`config.mk`:
```
export PLATFORM = sky130hd
export DESIGN_NAME = fpbr_resolve
export DESIGN_NICKNAME = d
export VERILOG_FILES = /design/src/rtl/fpbr_pkg.sv /design/src/rtl/fpbr_cond_decode.sv /design/src/rtl/fpbr_target_gen.sv /design/src/rtl/fpbr_fetch_sel.sv /design/src/rtl/fpbr_resolve.sv
export SDC_FILE = /design/constraint.sdc
export NUM_CORES = 1
export LEC_CHECK = 0
export ABC_AREA = 1
export CORE_ASPECT_RATIO = 0.9
export CORE_MARGIN = 5
export CORE_UTILIZATION = 50
export DETAILED_ROUTE_END_ITERATION = 8
export PLACE_DENSITY = 0.79
export RECOVER_POWER = 50
export SLEW_MARGIN = 10
export SYNTH_ARGS = -nofsm -noshare
export SYNTH_HDL_FRONTEND = slang
export SYNTH_SLANG_ARGS = --single-unit
```
`constraint.sdc`:
```
create_clock -name clk -period 3.6 [get_ports clk]
set_input_delay 0.54 -clock clk [delete_from_list [all_inputs] [get_ports clk]]
set_output_delay 0.54 -clock clk [all_outputs]
set_load 0.01 [all_outputs]
```
`src/rtl/fpbr_pkg.sv`:
```
package fpbr_pkg;

    typedef enum logic [1:0] {
        FCC_EQ = 2'd0,
        FCC_LT = 2'd1,
        FCC_GT = 2'd2,
        FCC_UN = 2'd3
    } fcc_e;

    localparam int COND_W      = 4;
    localparam int COND_COUNT  = 1 << COND_W;
    localparam int COND_LSB    = 25;
    localparam int ANNUL_POS   = 29;
    localparam logic [COND_W-1:0] COND_ALWAYS = 4'd8;

    // Bit k of the mask is set when the branch is taken for code value k.
    function automatic logic [3:0] cond_mask(input logic [COND_W-1:0] c);
        logic [3:0] m;
        case (c)
            4'd0:    m = 4'b0000;
            4'd1:    m = 4'b1110;
            4'd2:    m = 4'b0110;
            4'd3:    m = 4'b1010;
            4'd4:    m = 4'b0010;
            4'd5:    m = 4'b1100;
            4'd6:    m = 4'b0100;
            4'd7:    m = 4'b1000;
            4'd8:    m = 4'b1111;
            4'd9:    m = 4'b0001;
            4'd10:   m = 4'b1001;
            4'd11:   m = 4'b0101;
            4'd12:   m = 4'b1101;
            4'd13:   m = 4'b0011;
            4'd14:   m = 4'b1011;
            default: m = 4'b0111;
        endcase
        return m;
    endfunction

endpackage

```
`src/rtl/fpbr_cond_decode.sv`:
```
module fpbr_cond_decode
    import fpbr_pkg::*;
(
    input  logic [COND_W-1:0] cond_i,
    input  logic [1:0]        fcc_i,
    output logic              take_o
);

    logic [3:0] mask_tbl [COND_COUNT];

    for (genvar c = 0; c < COND_COUNT; c++) begin : g_mask
        assign mask_tbl[c] = cond_mask(COND_W'(c));
    end

    always_comb begin
        take_o = mask_tbl[cond_i][fcc_i];
    end

endmodule

```
`src/rtl/fpbr_target_gen.sv`:
```
module fpbr_target_gen #(
    parameter int ADDR_W = 32,
    parameter int DISP_W = 22
) (
    input  logic [ADDR_W-1:0] pc_i,
    input  logic [DISP_W-1:0] disp_i,
    output logic [ADDR_W-1:0] target_o
);

    localparam int EXT_W = ADDR_W - DISP_W - 2;

    logic [ADDR_W-1:0] byte_off;

    always_comb begin
        byte_off = {{EXT_W{disp_i[DISP_W-1]}}, disp_i, 2'b00};
        target_o = pc_i + byte_off;
    end

endmodule

```
`src/rtl/fpbr_fetch_sel.sv`:
```
module fpbr_fetch_sel #(
    parameter int ADDR_W = 32
) (
    input  logic [ADDR_W-1:0] pc_i,
    input  logic [ADDR_W-1:0] target_i,
    input  logic              take_i,
    input  logic              annul_bit_i,
    input  logic              always_i,
    output logic [ADDR_W-1:0] fetch0_o,
    output logic [ADDR_W-1:0] fetch1_o,
    output logic              annul_o
);

    localparam logic [ADDR_W-1:0] WORD = ADDR_W'(4);

    logic [ADDR_W-1:0] slot_pc, after_slot, after_two, tgt_next;

    always_comb begin
        slot_pc    = pc_i + WORD;
        after_slot = pc_i + (WORD << 1);
        after_two  = pc_i + (WORD << 1) + WORD;
        tgt_next   = target_i + WORD;

        if (!take_i) begin
            if (annul_bit_i) begin
                fetch0_o = after_slot;
                fetch1_o = after_two;
                annul_o  = 1'b1;
            end else begin
                fetch0_o = slot_pc;
                fetch1_o = after_slot;
                annul_o  = 1'b0;
            end
        end else if (always_i && annul_bit_i) begin
            fetch0_o = target_i;
            fetch1_o = tgt_next;
            annul_o  = 1'b1;
        end else begin
            fetch0_o = slot_pc;
            fetch1_o = target_i;
            annul_o  = 1'b0;
        end
    end

endmodule

```
`src/rtl/fpbr_resolve.sv`:
```
module fpbr_resolve
    import fpbr_pkg::*;
#(
    parameter int ADDR_W = 32,
    parameter int DISP_W = 22,
    parameter int CNT_W  = 32
) (
    input  logic              clk,
    input  logic              rst_n,
    input  logic              br_valid_i,
    input  logic [ADDR_W-1:0] br_pc_i,
    input  logic [31:0]       br_instr_i,
    input  logic [1:0]        fcc_i,
    output logic              res_valid_o,
    output logic              res_taken_o,
    output logic              res_annul_o,
    output logic [ADDR_W-1:0] fetch0_o,
    output logic [ADDR_W-1:0] fetch1_o,
    output logic [CNT_W-1:0]  taken_cnt_o,
    output logic [CNT_W-1:0]  annul_cnt_o
);

    typedef struct packed {
        logic              vld;
        logic              taken;
        logic              annul;
        logic [ADDR_W-1:0] f0;
        logic [ADDR_W-1:0] f1;
        logic [CNT_W-1:0]  tcnt;
        logic [CNT_W-1:0]  acnt;
    } state_t;

    state_t st_d, st_q;

    logic [COND_W-1:0] cond_f;
    logic              annul_bit;
    logic [DISP_W-1:0] disp_f;
    logic              take_c, annul_c, always_c;
    logic [ADDR_W-1:0] target_c, f0_c, f1_c;

    assign cond_f    = br_instr_i[COND_LSB +: COND_W];
    assign annul_bit = br_instr_i[ANNUL_POS];
    assign disp_f    = br_instr_i[DISP_W-1:0];
    assign always_c  = (cond_f == COND_ALWAYS);

    fpbr_cond_decode u_dec (
        .cond_i (cond_f),
        .fcc_i  (fcc_i),
        .take_o (take_c)
    );

    fpbr_target_gen #(.ADDR_W(ADDR_W), .DISP_W(DISP_W)) u_tgt (
        .pc_i     (br_pc_i),
        .disp_i   (disp_f),
        .target_o (target_c)
    );

    fpbr_fetch_sel #(.ADDR_W(ADDR_W)) u_sel (
        .pc_i        (br_pc_i),
        .target_i    (target_c),
        .take_i      (take_c),
        .annul_bit_i (annul_bit),
        .always_i    (always_c),
        .fetch0_o    (f0_c),
        .fetch1_o    (f1_c),
        .annul_o     (annul_c)
    );

    always_comb begin
        st_d     = st_q;
        st_d.vld = br_valid_i;
        if (br_valid_i) begin
            st_d.taken = take_c;
            st_d.annul = annul_c;
            st_d.f0    = f0_c;
            st_d.f1    = f1_c;
            st_d.tcnt  = st_q.tcnt + CNT_W'(take_c);
            st_d.acnt  = st_q.acnt + CNT_W'(annul_c);
        end
    end

    always_ff @(posedge clk) begin
        if (!rst_n) st_q <= '0;
        else        st_q <= st_d;
    end

    assign res_valid_o = st_q.vld;
    assign res_taken_o = st_q.taken;
    assign res_annul_o = st_q.annul;
    assign fetch0_o    = st_q.f0;
    assign fetch1_o    = st_q.f1;
    assign taken_cnt_o = st_q.tcnt;
    assign annul_cnt_o = st_q.acnt;

    // Condition 0 never branches.
    assert_never_taken_R1: assert property (@(posedge clk) disable iff (!rst_n)
        (br_valid_i && cond_f == 4'd0) |=> (res_valid_o && !res_taken_o));

    // Condition 8 always branches.
    assert_always_taken_R1: assert property (@(posedge clk) disable iff (!rst_n)
        (br_valid_i && cond_f == COND_ALWAYS) |=> (res_valid_o && res_taken_o));

    // An untaken branch fetches two consecutive words.
    assert_untaken_seq_R4: assert property (@(posedge clk) disable iff (!rst_n)
        (res_valid_o && !res_taken_o) |-> (fetch1_o == fetch0_o + ADDR_W'(4)));

    // Branch-always with annul: both flags set, target followed by the next word.
    assert_ba_annul_R6: assert property (@(posedge clk) disable iff (!rst_n)
        (br_valid_i && always_c && annul_bit) |=>
        (res_taken_o && res_annul_o && fetch1_o == fetch0_o + ADDR_W'(4)));

    // A taken branch steps the taken count by one.
    assert_taken_step_R9: assert property (@(posedge clk) disable iff (!rst_n)
        (br_valid_i && take_c) |=> (taken_cnt_o == $past(taken_cnt_o) + CNT_W'(1)));

    // Idle cycles leave the counters and the result untouched.
    assert_idle_hold_R8: assert property (@(posedge clk) disable iff (!rst_n)
        !br_valid_i |=> (!res_valid_o && $stable(taken_cnt_o) && $stable(annul_cnt_o)
                         && $stable(fetch0_o) && $stable(fetch1_o)));

endmodule

```
# Yosys cells after proc, flatten, opt, wreduce, memory -nomap -nowiden
# Memories as Yosys holds them, arrays and structs flattened.
# Cells that the tools add are included.
# totals
mem_count,1
output_inout_bits,131
mem_bits_ro,64
regBits,131
inputBits,69
# memory_table
memory,words,width,read_ports,rd_clocked_by_memory_dff,wr,line,rtl
(no name shown),16,4,1,0,0,fpbr_cond_decode.sv:16,take_o = mask_tbl[cond_i][fcc_i];
# classes
n_mux,13
magnitude_cmp,2
bitwise_logic,1
add_sub_neg,7
n_eq_ne,1
reduce_logical,1
# op_table
cell,n
2-to-1 mux 32 bit,6
"adder 32 x 3 -> 32 bit, second input constant",3
adder 32 x 1 -> 32 bit,2
adder 32 bit,1
"adder 32 x 4 -> 32 bit, second input constant",1
2-to-1 mux 4 bit,2
"greater-or-equal comparator 5 bit, second input constant",1
inverter 4 -> 5 bit,1
"== test 4 bit, second input constant",1
2-to-1 mux 1 bit,4
"less-than comparator 2 x 3 -> 1 bit, second input constant",1
binary-select mux 1 bit (select 2 bit),1
logical AND 1 bit,1

# Logic depth before layout (Yosys ltp)
# Gate-level depths: netlist of the first run.
# depth
word_depth,8
ltp_mapped,25
depth_no_buf,24

# By module
# Synthesis of the first run repeated with hierarchy kept, for this count alone.
# unflattened
hier_cells,2130
hier_area_um2,12167.9
# modules_own_cells
mod,area_per_inst_um2,n_inst,cells_each
fpbr_resolve,5804.3,1,852
fpbr_fetch_sel,3941.3,1,796
fpbr_target_gen,2245.9,1,448
fpbr_cond_decode,176.4,1,34

# Worst setup path before layout of the first run
# OpenSTA, ideal clock, no wires.
# synth_path
path_kind,input-to-reg
start,in br_instr_i[25]
end,reg st_q (netlist bit taken_cnt_o[26])
t_required_ps,3480
setup_slack_ps,68
t_arrival_ps,3412
n_path_buf,1
path_stages,22
cell_sequence,inv_1 -> ha_1 -> inv_1 -> nor2_1 -> or3_1 -> nand3b_1 -> nand2_1 -> clkinv_1 -> clkbuf_1 -> ha_1 -> ha_1 -> nand3_1 -> nor2_1 -> inv_1 -> nor2_1 -> inv_1 -> nor3_1 -> inv_1 -> nor2_1 -> nand2_1 -> o21ai_0 -> a21oi_1
# synth_via
elab_chain_len,7
# synth_lines
item,line,rtl
start: declaration,fpbr_resolve.sv:12,"input logic [31:0] br_instr_i,"
inverter 4 -> 5 bit (not written as such),fpbr_cond_decode.sv:16,
memory read (16 x 4 bit),-,
2-to-1 mux 4 bit (not written as such) (2 in a row),fpbr_cond_decode.sv:16,
binary-select mux 1 bit (select 2 bit),fpbr_cond_decode.sv:16,
2-to-1 mux 1 bit (not written as such),fpbr_cond_decode.sv:16,
net take_c,fpbr_resolve.sv:38,"logic take_c, annul_c, always_c;"
adder 32 x 1 -> 32 bit,fpbr_resolve.sv:77,st_d.tcnt = st_q.tcnt + CNT_W'(take_c);
end signal: assignment,fpbr_resolve.sv:84,else st_q <= st_d;
end: declaration,fpbr_resolve.sv:33,"state_t st_d, st_q;"
# The timed path passes the listed nets, and every way through them passes these cells. The select of a mux whose other input is x is not followed.
# A chain may end at the register's enable or synchronous reset.

# Worst setup path in the final report of the first run
# layout_path
start,in br_instr_i[25]
end,reg st_q (netlist bit annul_cnt_o[20])
# layout_via
elab_chain_len,8
# layout_lines
item,line,rtl
inverter 4 -> 5 bit (not written as such),fpbr_cond_decode.sv:16,
memory read (16 x 4 bit),-,
2-to-1 mux 4 bit (not written as such) (2 in a row),fpbr_cond_decode.sv:16,
binary-select mux 1 bit (select 2 bit),fpbr_cond_decode.sv:16,
2-to-1 mux 1 bit (not written as such),fpbr_cond_decode.sv:16,
2-to-1 mux 1 bit *,fpbr_fetch_sel.sv:24,if (!take_i) begin
adder 32 x 1 -> 32 bit *,fpbr_resolve.sv:78,st_d.acnt = st_q.acnt + CNT_W'(annul_c);
# Mark *: on every way between the ends. The rest lies on a longest branch, timed or not. The select of a mux whose other input is x is not followed.

==> flow_metrics.py, run 1 <==
metrics = {
    "route": {
        "vias": 15008,
        "vias_per_cell": 5.606,
        "drtPass1Iterations": 8,
        "wirelength_um": 48740,
        "antenna_left": 0,
        "initialDrtViolationCount": 2072,
        "wire_per_inst_um": 18.21,
        "route.detailed.drc": 1,
    },
    "floorplanning": {
        "io-pin-count": 200,
        "start_util_pct": 51.19,
        "core_sq_um": 22640,
        "fp.dieArea_sq_um": 26330,
        "num_rows": 52,
        "die_w_um": 170.5,
        "die_h_um": 154.4,
    },
    "sta": {
        "worst_slew_pin_slew_ns": 1.006,
        "finalHoldViolCount": 0,
        "setup_violations": 0,
        "slew_violations": 0,
        "period_share_pct": 96.93,
        "slew_headroom_pct": 32.85,
        "max_freq_ghz": 0.2866,
        "min_period_ns": 3.489,
        "clock_skew_ns": 0.01033,
        "holdWs_ns": 0.4500,
    },
    "critical_path": {
        "slowest_delay_ns": 0.48,
        "worstPathMaxFanout": 4,
        "required_ns": 3.90,
        "cp_cell_sequence": "clkdlybuf4s50_1 -> inv_1 -> ha_1 -> xor2_1 -> o22ai_1 -> nand2_1 -> nand2_2 -> nand2_1 -> nand2_2 -> ha_2 -> ha_2 -> nand3_2 -> or4_1 -> nor3_1 -> buf_4 -> nand2_1 -> o21ai_0 -> a21oi_1",
        "worstPathArrival_ns": 3.79,
        "critical_path.most_common_cell": "nand2_1",
        "end_kind": "register",
        "worstRegToRegCells": 10,
        "cp-start-kind": "input pin",
        "worstSetupPathType": "input pin to register",
        "worst_path_max_delay_cell": "clkdlybuf4s50_1",
    },
    "yosys": {
        "syn_nets": 2108,
        "async_flop_share_pct": 0,
        "netlist_instances": 1998,
        "synth_flop_cell": "dfxtp_1",
        "yosys_warnings": 0,
        "synth_edf_count": 0,
        "ys_ff_latch": 129,
        "synth_area_sq_um": 11590,
        "synthTopCellsByArea": "dfxtp_1 22%, nand2_1 18%, inv_1 9.7%",
        "synth_top_area_share_pct": 22.28,
        "syn_area_per_cell_sq_um": 5.801,
        "ys_types": 52,
        "synth_largest_area_cell": "dfxtp_1",
        "ys_seq_area_share_pct": 22.28,
    },
    "final_layout": {
        "layout_common_cells": "564 x nand2_1, 298 x inv_1, 214 x nor2_1",
        "layout-drive-gt1-share_pct": 14.16,
        "fin_nets": 2477,
        "post-route-util_pct": 70.26,
        "final_common_cell": "nand2_1",
        "n_antenna_cell": 0,
        "area_growth_pct": 37.27,
        "fillCellCount": 1989,
    },
    "grt": {
        "grt_pass1_vias": 13815,
        "track_usage_pct": 35.85,
        "grt_overflow_total": 0,
        "grt_pass1_wl_um": 75470,
        "antenna_found_initial": 0,
        "grt_max_degree": 80,
    },
    "min_path": {
        "whs_path_depth": 2,
        "min_path_type": "register to register",
    },
    "clocking": {
        "cts.clk_slew.worst_paths_ns": 0.06,
        "cts.sinks": 129,
        "clk-insertion-delay-late_ns": 0.43,
        "holdBufCountCts": 0,
        "clockRootBuffer": "clkbuf_16",
        "clockBufferDepth": 2,
        "cts_tree": "yes",
        "htree_num_levels": 4,
        "numCtsBuffers": 17,
    },
    "placed_design": {
        "routabilityCongestion": 0.9980,
        "numPortBuffers": 194,
        "dp_hpwl_um": 38880,
    },
    "power_and_ir_drop": {
        "p_leak_nw": 7.558,
        "pwr_density_cell_nw_per_um2": 313.5,
        "ir_drop_mv": 0.3852,
    },
    "status": {
        "status": "finished with violations",
        "violations": "design-rule violations",
    },
    "flow_run": {
        "maxCapViolations": 0,
    },
}
-- logic make-up after synthesis --
| group | share of synthesized area, % |
|---|---|
| xor+xnor | 4.653 |
| buf+inv | 11.63 |
| compound gates | 14.34 |
| flops | 22.28 |
| fa+ha+maj | 4.491 |
| simple gates | 42.61 |
-- worst paths after layout --
path | slack [ns] | from | endpoint
setup reg to reg | 1.44 | taken_cnt_o[14]$_SDFFE_PN0P_ | taken_cnt_o[27]$_SDFFE_PN0P_
hold reg to reg | 0.45 | fetch0_o[8]$_SDFFE_PN0P_ | fetch0_o[8]$_SDFFE_PN0P_
setup / recovery | 0.11 | br_instr_i[25] | annul_cnt_o[20]$_SDFFE_PN0P_
hold / removal | 0.45 | fetch0_o[8]$_SDFFE_PN0P_ | fetch0_o[8]$_SDFFE_PN0P_
-- per-layer routing --
layer | up-vias | share of wire, % | global-route usage [%]
met1 | 6776 | 44 | 52.12
met4 | 0 | 3.8 | 11.63
met5 | - | 0 | 0
li1 | 7224 | - | -
met3 | 150 | 10 | 6.023
met2 | 858 | 42 | 53.86
-- final cells by class --
type                            count  area, sq um  share of cell area, %
Clock buffer                       17        425.4                  2.674
Timing Repair Buffer              396         3472                  21.82
Clock inverter                     15        167.7                  1.054
Multi-Input combinational cell   1516         7736                  48.63
Inverter                          307         1154                  7.251
Sequential cell                   129         2582                  16.23
Tap cell                          297        371.6                  2.336
-- worst max-delay path: cells and delay by family --
family                     cells  cell delay (ns)
xor gates and xnor gates       1             0.14
and+or+nand+nor                8             1.24
adders and majority gates      3             0.72
buffers and inverters          3             0.71
AOI/OAI and AO/OA              3             0.44
-- cells in the mapped netlist, drive strengths merged, types with 4 or more instances --
cell type,number
o221ai,6
nor3,50
nand3,159
clkbuf,36
o21a,6
a22o,6
o211ai,10
o21ai,94
nand4,37
xnor2,10
a21oi,113
a31oi,18
nor4,14
inv,303
o22ai,4
a221oi,12
nor2,256
buf,10
ha,40
xor2,49
o21bai,5
nand2,590
and2,8
dfxtp,129
nand3b,8
clkinv,4
-- through the flow --
| step | instance area (sq um) | power (W) | setup slack [ns] | setup TNS (ns) | std cells |
|---|---|---|---|---|---|
| 5_1_grt | 15910 | 0.005199 | -0.01564 | -0.02767 | 2677 |
| 3_5_place_dp | 15230 | 0.003183 | -0.3509 | -7.651 | 2643 |
| 6_report | 15910 | 0.004988 | 0.1107 | 0 | 2677 |
| 3_3_place_gp | 15230 | 0.003156 | -0.2381 | -2.305 | 2643 |
| 2_1_floorplan | 11590 | 0.002389 | 0.06820 | 0 | 1998 |
| 4_1_cts | 15820 | 0.004968 | 0.05830 | 0 | 2675 |
-- report_power, final --
part           leakage [nW]  internal [W]  switching [W]
sequential             1.05       0.00149      0.0000397
clock                 0.285      0.000988       0.000823
combinational          6.22      0.000650       0.000993
-- sequential cells by signal, indices dropped and copies added (netlist names) --
| name | flops |
|---|---|
| res_valid_o | 1 |
| res_taken_o | 1 |
| fetch0_o | 32 |
| fetch1_o | 30 |
| res_annul_o | 1 |
| annul_cnt_o | 32 |
| taken_cnt_o | 32 |
-- timing repair --
item	in CTS	in global routing
setup buffers	0	2
cloned	0	0
setup endpoints to repair	1	22
gates resized for setup	1	22
pin swaps	0	8
No activity file was read; power rests on OpenSTA's default activity.
==> inputs of run 2 (changes only) <==
--- a/config.mk
+++ b/config.mk
@@ -5,12 +5,13 @@
 export SDC_FILE = /design/constraint.sdc
 export NUM_CORES = 1
 export LEC_CHECK = 0
-export ABC_AREA = 1
+export ABC_AREA = 0
 export CORE_ASPECT_RATIO = 0.9
 export CORE_MARGIN = 5
-export CORE_UTILIZATION = 50
+export CORE_UTILIZATION = 48
+export CTS_BUF_LIST = sky130_fd_sc_hd__clkbuf_16
 export DETAILED_ROUTE_END_ITERATION = 8
-export PLACE_DENSITY = 0.79
+export PLACE_DENSITY = 0.78
 export RECOVER_POWER = 50
 export SLEW_MARGIN = 10
 export SYNTH_ARGS = -nofsm -noshare
==> run 2 against run 1 <==
  * The flow now finishes without violations
  * Largest power group unchanged
  * First-iteration DRC count shrank 43%
  * Worst setup slack lost 0.025 ns
  * Critical path type unchanged
  * Count of clock-buffer cells in the layout is the same
  * Via count shrank 22%
  * Final cell count shrank 24%
  * Sequential cell count is the same
  * Combinational power is essentially flat
  * Synthesized cell count shrank 32%
==> flow_metrics.py, run 2 <==
metrics = {
    "yosys": {
        "synth_edf_count": 0,
        "netlist_instances": 1353,
        "synth_flop_cell": "dfxtp_1",
        "syn_nets": 1463,
        "post-synth-top-count-cell": "nor2_1",
        "synth_largest_area_cell": "dfxtp_1",
        "synthTopCellsByArea": "dfxtp_1 26%, xor2_1 7.8%, xnor2_1 5.8%",
        "ys_types": 82,
        "synth_top_area_share_pct": 25.72,
        "syn_area_per_cell_sq_um": 7.422,
        "ys_ff_latch": 129,
        "synth_area_sq_um": 10040,
        "async_flop_share_pct": 0,
        "synthTopCellsByCount": "151 x nor2_1, 145 x nand2_1, 129 x dfxtp_1, 108 x a21oi_1, 89 x xor2_1",
        "yosys_warnings": 0,
        "ys_seq_area_share_pct": 25.72,
    },
    "final_layout": {
        "layout-drive-gt1-share_pct": 20.60,
        "layout_common_cells": "244 x buf_4, 147 x nor2_1, 144 x nand2_1",
        "register_area_sq_um": 2582,
        "finalInstanceArea_sq_um": 14730,
        "fillCellCount": 1682,
        "fin_nets": 1835,
        "area_growth_pct": 46.72,
        "n_antenna_cell": 0,
        "final_common_cell": "buf_4",
        "multi_input_area_sq_um": 7307,
    },
    "sta": {
        "slew_violations": 0,
        "max_freq_ghz": 0.2845,
        "worst_slew_pin_slew_ns": 0.8703,
        "setup_slack_ns": 0.08542,
        "slew_headroom_pct": 41.92,
        "clock_skew_ns": 0.008397,
        "period_share_pct": 97.63,
        "tns_ns": 0,
        "finalHoldViolCount": 0,
        "min_period_ns": 3.515,
        "holdWs_ns": 0.4385,
        "setup_violations": 0,
    },
    "route": {
        "initialDrtViolationCount": 1179,
        "drtPass1Iterations": 5,
        "route.detailed.drc": 0,
        "antenna_left": 0,
        "wire_per_inst_um": 18.07,
        "wirelength_um": 36580,
        "vias": 11679,
        "vias_per_cell": 5.770,
    },
    "critical_path": {
        "worstRegToRegCells": 8,
        "end_kind": "register",
        "worstSetupPathType": "input pin to register",
        "cp-start-kind": "input pin",
        "r2r_slack_ns": 0.94,
        "worstPathMaxFanout": 6,
        "worstPathArrival_ns": 3.88,
        "required_ns": 3.97,
    },
    "status": {
        "status": "completed",
    },
    "clocking": {
        "clk-insertion-delay-late_ns": 0.42,
        "cts.clk_slew.worst_paths_ns": 0.06,
        "cts.sinks": 129,
        "cts_tree": "yes",
        "htree_num_levels": 4,
        "numCtsBuffers": 17,
        "clockRootBuffer": "clkbuf_16",
        "holdBufCountCts": 0,
        "clockBufferDepth": 2,
    },
    "flow_run": {
        "maxCapViolations": 0,
    },
    "floorplanning": {
        "die_w_um": 162.5,
        "num_rows": 50,
        "start_util_pct": 48.50,
        "fp.dieArea_sq_um": 23920,
        "die_h_um": 147.2,
        "core_sq_um": 20710,
        "io-pin-count": 200,
    },
    "power_and_ir_drop": {
        "pwr_density_cell_nw_per_um2": 324.6,
        "p_leak_nw": 6.141,
        "ir_drop_mv": 0.2887,
    },
    "placed_design": {
        "routabilityCongestion": 1.008,
        "numPortBuffers": 194,
        "place_area_sq_um": 13810,
        "dp_slack_ns": -0.6455,
        "dp_hpwl_um": 28580,
    },
    "min_path": {
        "min_path_type": "register to register",
        "whs_path_depth": 2,
    },
    "grt": {
        "grt_max_degree": 103,
        "track_usage_pct": 29.18,
        "antenna_found_initial": 0,
        "grt_overflow_total": 0,
        "grt_pass1_vias": 10822,
        "grt_pass1_wl_um": 56530,
    },
}
run 2: changes by cell type after synthesis, moves of 20 or more:
cell / before / now
nor2_2: 20 / 0
nor3_1: 45 / 25
xor2_1: 46 / 89
nor2_1: 225 / 151
buf_2: 2 / 22
inv_1: 298 / 27
xnor2_1: 10 / 67
and3_1: 2 / 25
nand2_1: 566 / 145
a211oi_1: 3 / 24
clkbuf_1: 36 / 56
nand3_1: 155 / 59
nand2_2: 23 / 0
run 2: per-layer routing:
metal / share of wire [%] / global-route usage (%) / wire length, um / up-vias
li1: - / - / - / 5634
met1: 44 / 40.08 / 16110 / 5473
met2: 45 / 47.08 / 16450 / 526
met3: 9.4 / 6.648 / 3424 / 46
met4: 1.6 / 6.089 / 591 / 0
met5: 0 / 0 / 0 / -
run 2: area by class of cell:
class	instances	share of cell area [%]
well taps	286	2.429
flip-flops and latches	129	17.53
clock inverters	15	0.9001
repair buffers	440	25.95
inverters	28	0.7133
multi-input cells	1109	49.59
clock buffers	17	2.887
run 2: timing repair:
item                                    in CTS  in global routing
endpoints found under the setup margin      14                 34
pin swaps                                    1                 17
setup buffers                                1                  4
resized for setup                            6                 64
run 2: worst paths after layout:
check,from,to
worst max-delay path,br_pc_i[11],fetch1_o[28]$_SDFFE_PN0P_
worst max register to register,annul_cnt_o[12]$_SDFFE_PN0P_,annul_cnt_o[31]$_SDFFE_PN0P_
worst min register to register,fetch0_o[6]$_SDFFE_PN0P_,fetch0_o[6]$_SDFFE_PN0P_
worst min-delay path,fetch0_o[6]$_SDFFE_PN0P_,fetch0_o[6]$_SDFFE_PN0P_
run 2: cells by family (layout without fill, tap and decap cells):
family                     count (synthesis)  in the layout  share of synthesized area [%]
muxes                                     16             16                          1.607
buffers and inverters                    115            500                          4.872
adders and majority gates                 41             41                          5.183
AOI/OAI and AO/OA                        336            336                          21.08
DFF                                      129            129                          25.72
and+or+nand+nor                          559            559                          27.77
xor gates and xnor gates                 157            157                          13.77
run 2: stage by stage:
stage          total power (W)  std cells  util [%]
2_1_floorplan         0.002345       1353         -
3_3_place_gp          0.003081       1987     66.69
3_5_place_dp          0.003108       1987     66.69
4_1_cts               0.004733       2020     69.52
5_1_grt               0.004990       2024     71.15
6_report              0.004783       2024     71.15
run 2: power by group:
part	total [W]	internal (W)	switching (W)
clock network	0.00163	0.000954	0.000679
registers	0.00153	0.00149	0.0000372
logic	0.00162	0.000745	0.000873
run 2: critical path: stages:
cell	delay (ns)
clkdlybuf4s50_1	0.44
ha_1	0.37
a21oi_1	0.24
o21a_1	0.19
o2111a_1	0.21
a211oi_2	0.05
buf_4	0.16
o31ai_4	0.24
nand4_4	0.11
or4b_4	0.60
or4_1	0.51
nand3_1	0.10
a22o_1	0.12
==> inputs of run 3 (changes only) <==
--- a/config.mk
+++ b/config.mk
@@ -8,7 +8,7 @@
 export ABC_AREA = 0
 export CORE_ASPECT_RATIO = 0.9
 export CORE_MARGIN = 5
-export CORE_UTILIZATION = 48
+export CORE_UTILIZATION = 50
 export CTS_BUF_LIST = sky130_fd_sc_hd__clkbuf_16
 export DETAILED_ROUTE_END_ITERATION = 8
 export PLACE_DENSITY = 0.78
==> constraint.sdc (replaced) <==
create_clock -name clk -period 3.66 [get_ports clk]
set_input_delay 0.549 -clock clk [delete_from_list [all_inputs] [get_ports clk]]
set_output_delay 0.549 -clock clk [all_outputs]
set_load 0.01 [all_outputs]
==> run 3 against run 2 <==
  * Worst setup slack better by 0.014 ns
  * Register-to-register slack worse by 0.05 ns
  * Non-clock buffer count decreased by 5
  * Cell area decreased by 0.87%
  * Via count is 0.53% higher
  * Routed wire length is 0.92% lower
  * Final cell count decreased by 1.8%
  * Count of clock-buffer cells in the layout did not move
  * Critical path type unchanged
  * Critical endpoint unchanged
  * Largest cell class unchanged
  * Largest power group unchanged
==> flow_metrics.py, run 3 (same netlist as run 2, synthesis figures left out) <==
metrics = {
    "clocking": {
        "clk-insertion-delay-late_ns": 0.43,
        "cts.clk_slew.worst_paths_ns": 0.06,
        "holdBufCountCts": 0,
        "htree_num_levels": 4,
        "cts_tree": "yes",
        "clockRootBuffer": "clkbuf_16",
        "clockBufferDepth": 2,
        "cts.sinks": 129,
        "numCtsBuffers": 17,
    },
    "critical_path": {
        "worstPathMaxFanout": 5,
        "r2r_slack_ns": 0.89,
        "end_kind": "register",
        "worstRegToRegCells": 8,
        "reg2reg_from": "annul_cnt_o[12]$_SDFFE_PN0P_",
        "required_ns": 4.03,
        "worstPathArrival_ns": 3.93,
        "worst_path_max_delay_cell": "or4b_4",
        "cp-start-kind": "input pin",
        "cp_top_family": "simple AND/OR/NAND/NOR gates",
        "worstReg2RegEnd": "annul_cnt_o[31]$_SDFFE_PN0P_",
        "cp_cell_sequence": "clkdlybuf4s50_1 -> ha_2 -> inv_1 -> fa_2 -> nor2b_4 -> o21a_4 -> o21ai_1 -> nand3b_1 -> xor2_2 -> nand4_4 -> or4b_4 -> or4_1 -> nand3_1 -> a22o_1",
        "worstSetupPathType": "input pin to register",
        "cp_num_buf_inv": 2,
        "slowest_delay_ns": 0.59,
    },
    "floorplanning": {
        "die_h_um": 144.4,
        "num_rows": 49,
        "core_sq_um": 19860,
        "start_util_pct": 50.55,
        "die_w_um": 159.4,
        "fp.dieArea_sq_um": 23020,
        "io-pin-count": 200,
    },
    "min_path": {
        "holdPathEnd": "fetch0_o[4]$_SDFFE_PN0P_",
        "min_path_type": "register to register",
        "whs_path_depth": 2,
        "hp-start": "fetch0_o[4]$_SDFFE_PN0P_",
    },
    "grt": {
        "track_usage_pct": 29.95,
        "antenna_found_initial": 0,
        "grt_pass1_wl_um": 56760,
        "grt_max_degree": 57,
        "grt_pass1_vias": 10778,
        "grt_overflow_total": 0,
    },
    "power_and_ir_drop": {
        "pwr_density_cell_nw_per_um2": 336.3,
        "sequentialPowerShare_pct": 30.7,
        "share_comb_of_total_power_pct": 32.1,
        "switchingPower_w": 0.001563,
        "power_w": 0.004912,
        "ir_drop_mv": 0.3655,
        "p_leak_nw": 6.095,
        "clockPowerShare_pct": 37.2,
        "swShare_pct": 31.83,
        "internal-power_w": 0.003349,
    },
    "route": {
        "antenna_left": 0,
        "initialDrtViolationCount": 1112,
        "drtPass1Iterations": 6,
        "route.detailed.drc": 0,
        "wire_per_inst_um": 18.23,
        "wirelength_um": 36240,
        "vias_per_cell": 5.906,
        "vias": 11741,
    },
    "final_layout": {
        "layout_common_cells": "240 x buf_4, 147 x nor2_1, 144 x nand2_1",
        "layout-drive-gt1-share_pct": 20.14,
        "area_growth_pct": 45.44,
        "final_common_cell": "buf_4",
        "n_antenna_cell": 0,
        "instances_no_fill": 1988,
        "fin_nets": 1830,
    },
    "sta": {
        "tns_ns": 0,
        "slew_headroom_pct": 44.53,
        "max_freq_ghz": 0.2808,
        "min_period_ns": 3.561,
        "setup_slack_ns": 0.09892,
        "clock_skew_ns": 0.006433,
        "slew_violations": 0,
        "worst_slew_pin_slew_ns": 0.8290,
        "setup_violations": 0,
        "period_share_pct": 97.30,
        "finalHoldViolCount": 0,
    },
    "placed_design": {
        "dp_slack_ns": -0.5763,
        "numPortBuffers": 194,
        "routabilityCongestion": 1.024,
        "placed_cells": 1952,
        "dp_hpwl_um": 28380,
    },
    "status": {
        "status": "completed",
    },
    "flow_run": {
        "maxCapViolations": 0,
    },
}
-- run 3: cell count changes in the layout (fill, tap and decap cells not counted), moves of 3 or more --
cell       delta
a21oi_2       +4
nor4_2        -3
buf_4         -4
bufinv_16     +3
nor4_1        +4
-- run 3: worst register-to-register path, cell delays in order (launching register included) --
cell	delay (ns)
dfxtp_1	0.42
and3_1	0.26
and3_1	0.26
nand4_1	0.15
or4_1	0.58
nor2_1	0.20
nand3_1	0.26
or3_1	0.42
a21oi_1	0.15
-- run 3: final cells by class --
type | instances | area (sq um)
tap | 255 | 319.1
inverter | 28 | 105.1
clock buffer | 17 | 425.4
multi-input combinational | 1109 | 7208
sequential | 129 | 2582
fill | 1580 | 5259
clock inverter | 15 | 205.2
timing repair buffer | 435 | 3760
-- run 3: routing by layer --
metal	routed length [um]	up-vias	global-route usage, %
met5	0	-	0
met4	821	0	8.348
met3	3298	56	4.503
met2	16540	588	49.67
met1	15580	5460	41.00
li1	-	5637	-
-- run 3: how the worst max path moves through the flow --
stage | from | to | slack (ns) | cells past startpoint
3_5_place_dp | br_pc_i[2] | fetch1_o[28]$_SDFFE_PN0P_ | -0.58 | 14
4_1_cts | br_pc_i[2] | fetch1_o[28]$_SDFFE_PN0P_ | 0.004 | 14
2_1_floorplan | br_instr_i[25] | annul_cnt_o[14]$_SDFFE_PN0P_ | 0.02 | 17
6_report | br_instr_i[0] | fetch1_o[28]$_SDFFE_PN0P_ | 0.1 | 14
5_1_grt | br_instr_i[0] | fetch1_o[31]$_SDFFE_PN0P_ | -0.06 | 16
3_3_place_gp | br_pc_i[2] | fetch1_o[28]$_SDFFE_PN0P_ | -0.47 | 14
-- run 3: stage by stage --
stage	utilization, %	hold slack [ns]	instance area, sq um
after CTS	72.25	0.4499	14350
after detailed placement	69.02	0.4425	13710
after global placement	69.02	0.4266	13710
final	73.53	0.4447	14610
after global routing	73.53	0.4746	14610
after floorplan	-	0.4625	10060
-- run 3: repair_timing --
| item | CTS | global route |
|---|---|---|
| resized for setup | 3 | 57 |
| pin swaps | 0 | 19 |
| buffers inserted | 0 | 4 |
| hold endpoints to repair | 0 | 0 |
| setup endpoints to repair | 4 | 39 |
-- run 3: power groups by stage --
stage / clock, W / sequential (W) / combinational [W]
after global placement: 0 / 0.00154 / 0.00148
after CTS: 0.00185 / 0.00151 / 0.00152
after detailed placement: 0 / 0.00154 / 0.00151
after floorplan: 0 / 0.00156 / 0.000744
after global routing: 0.00190 / 0.00151 / 0.00169
final: 0.00183 / 0.00151 / 0.00158
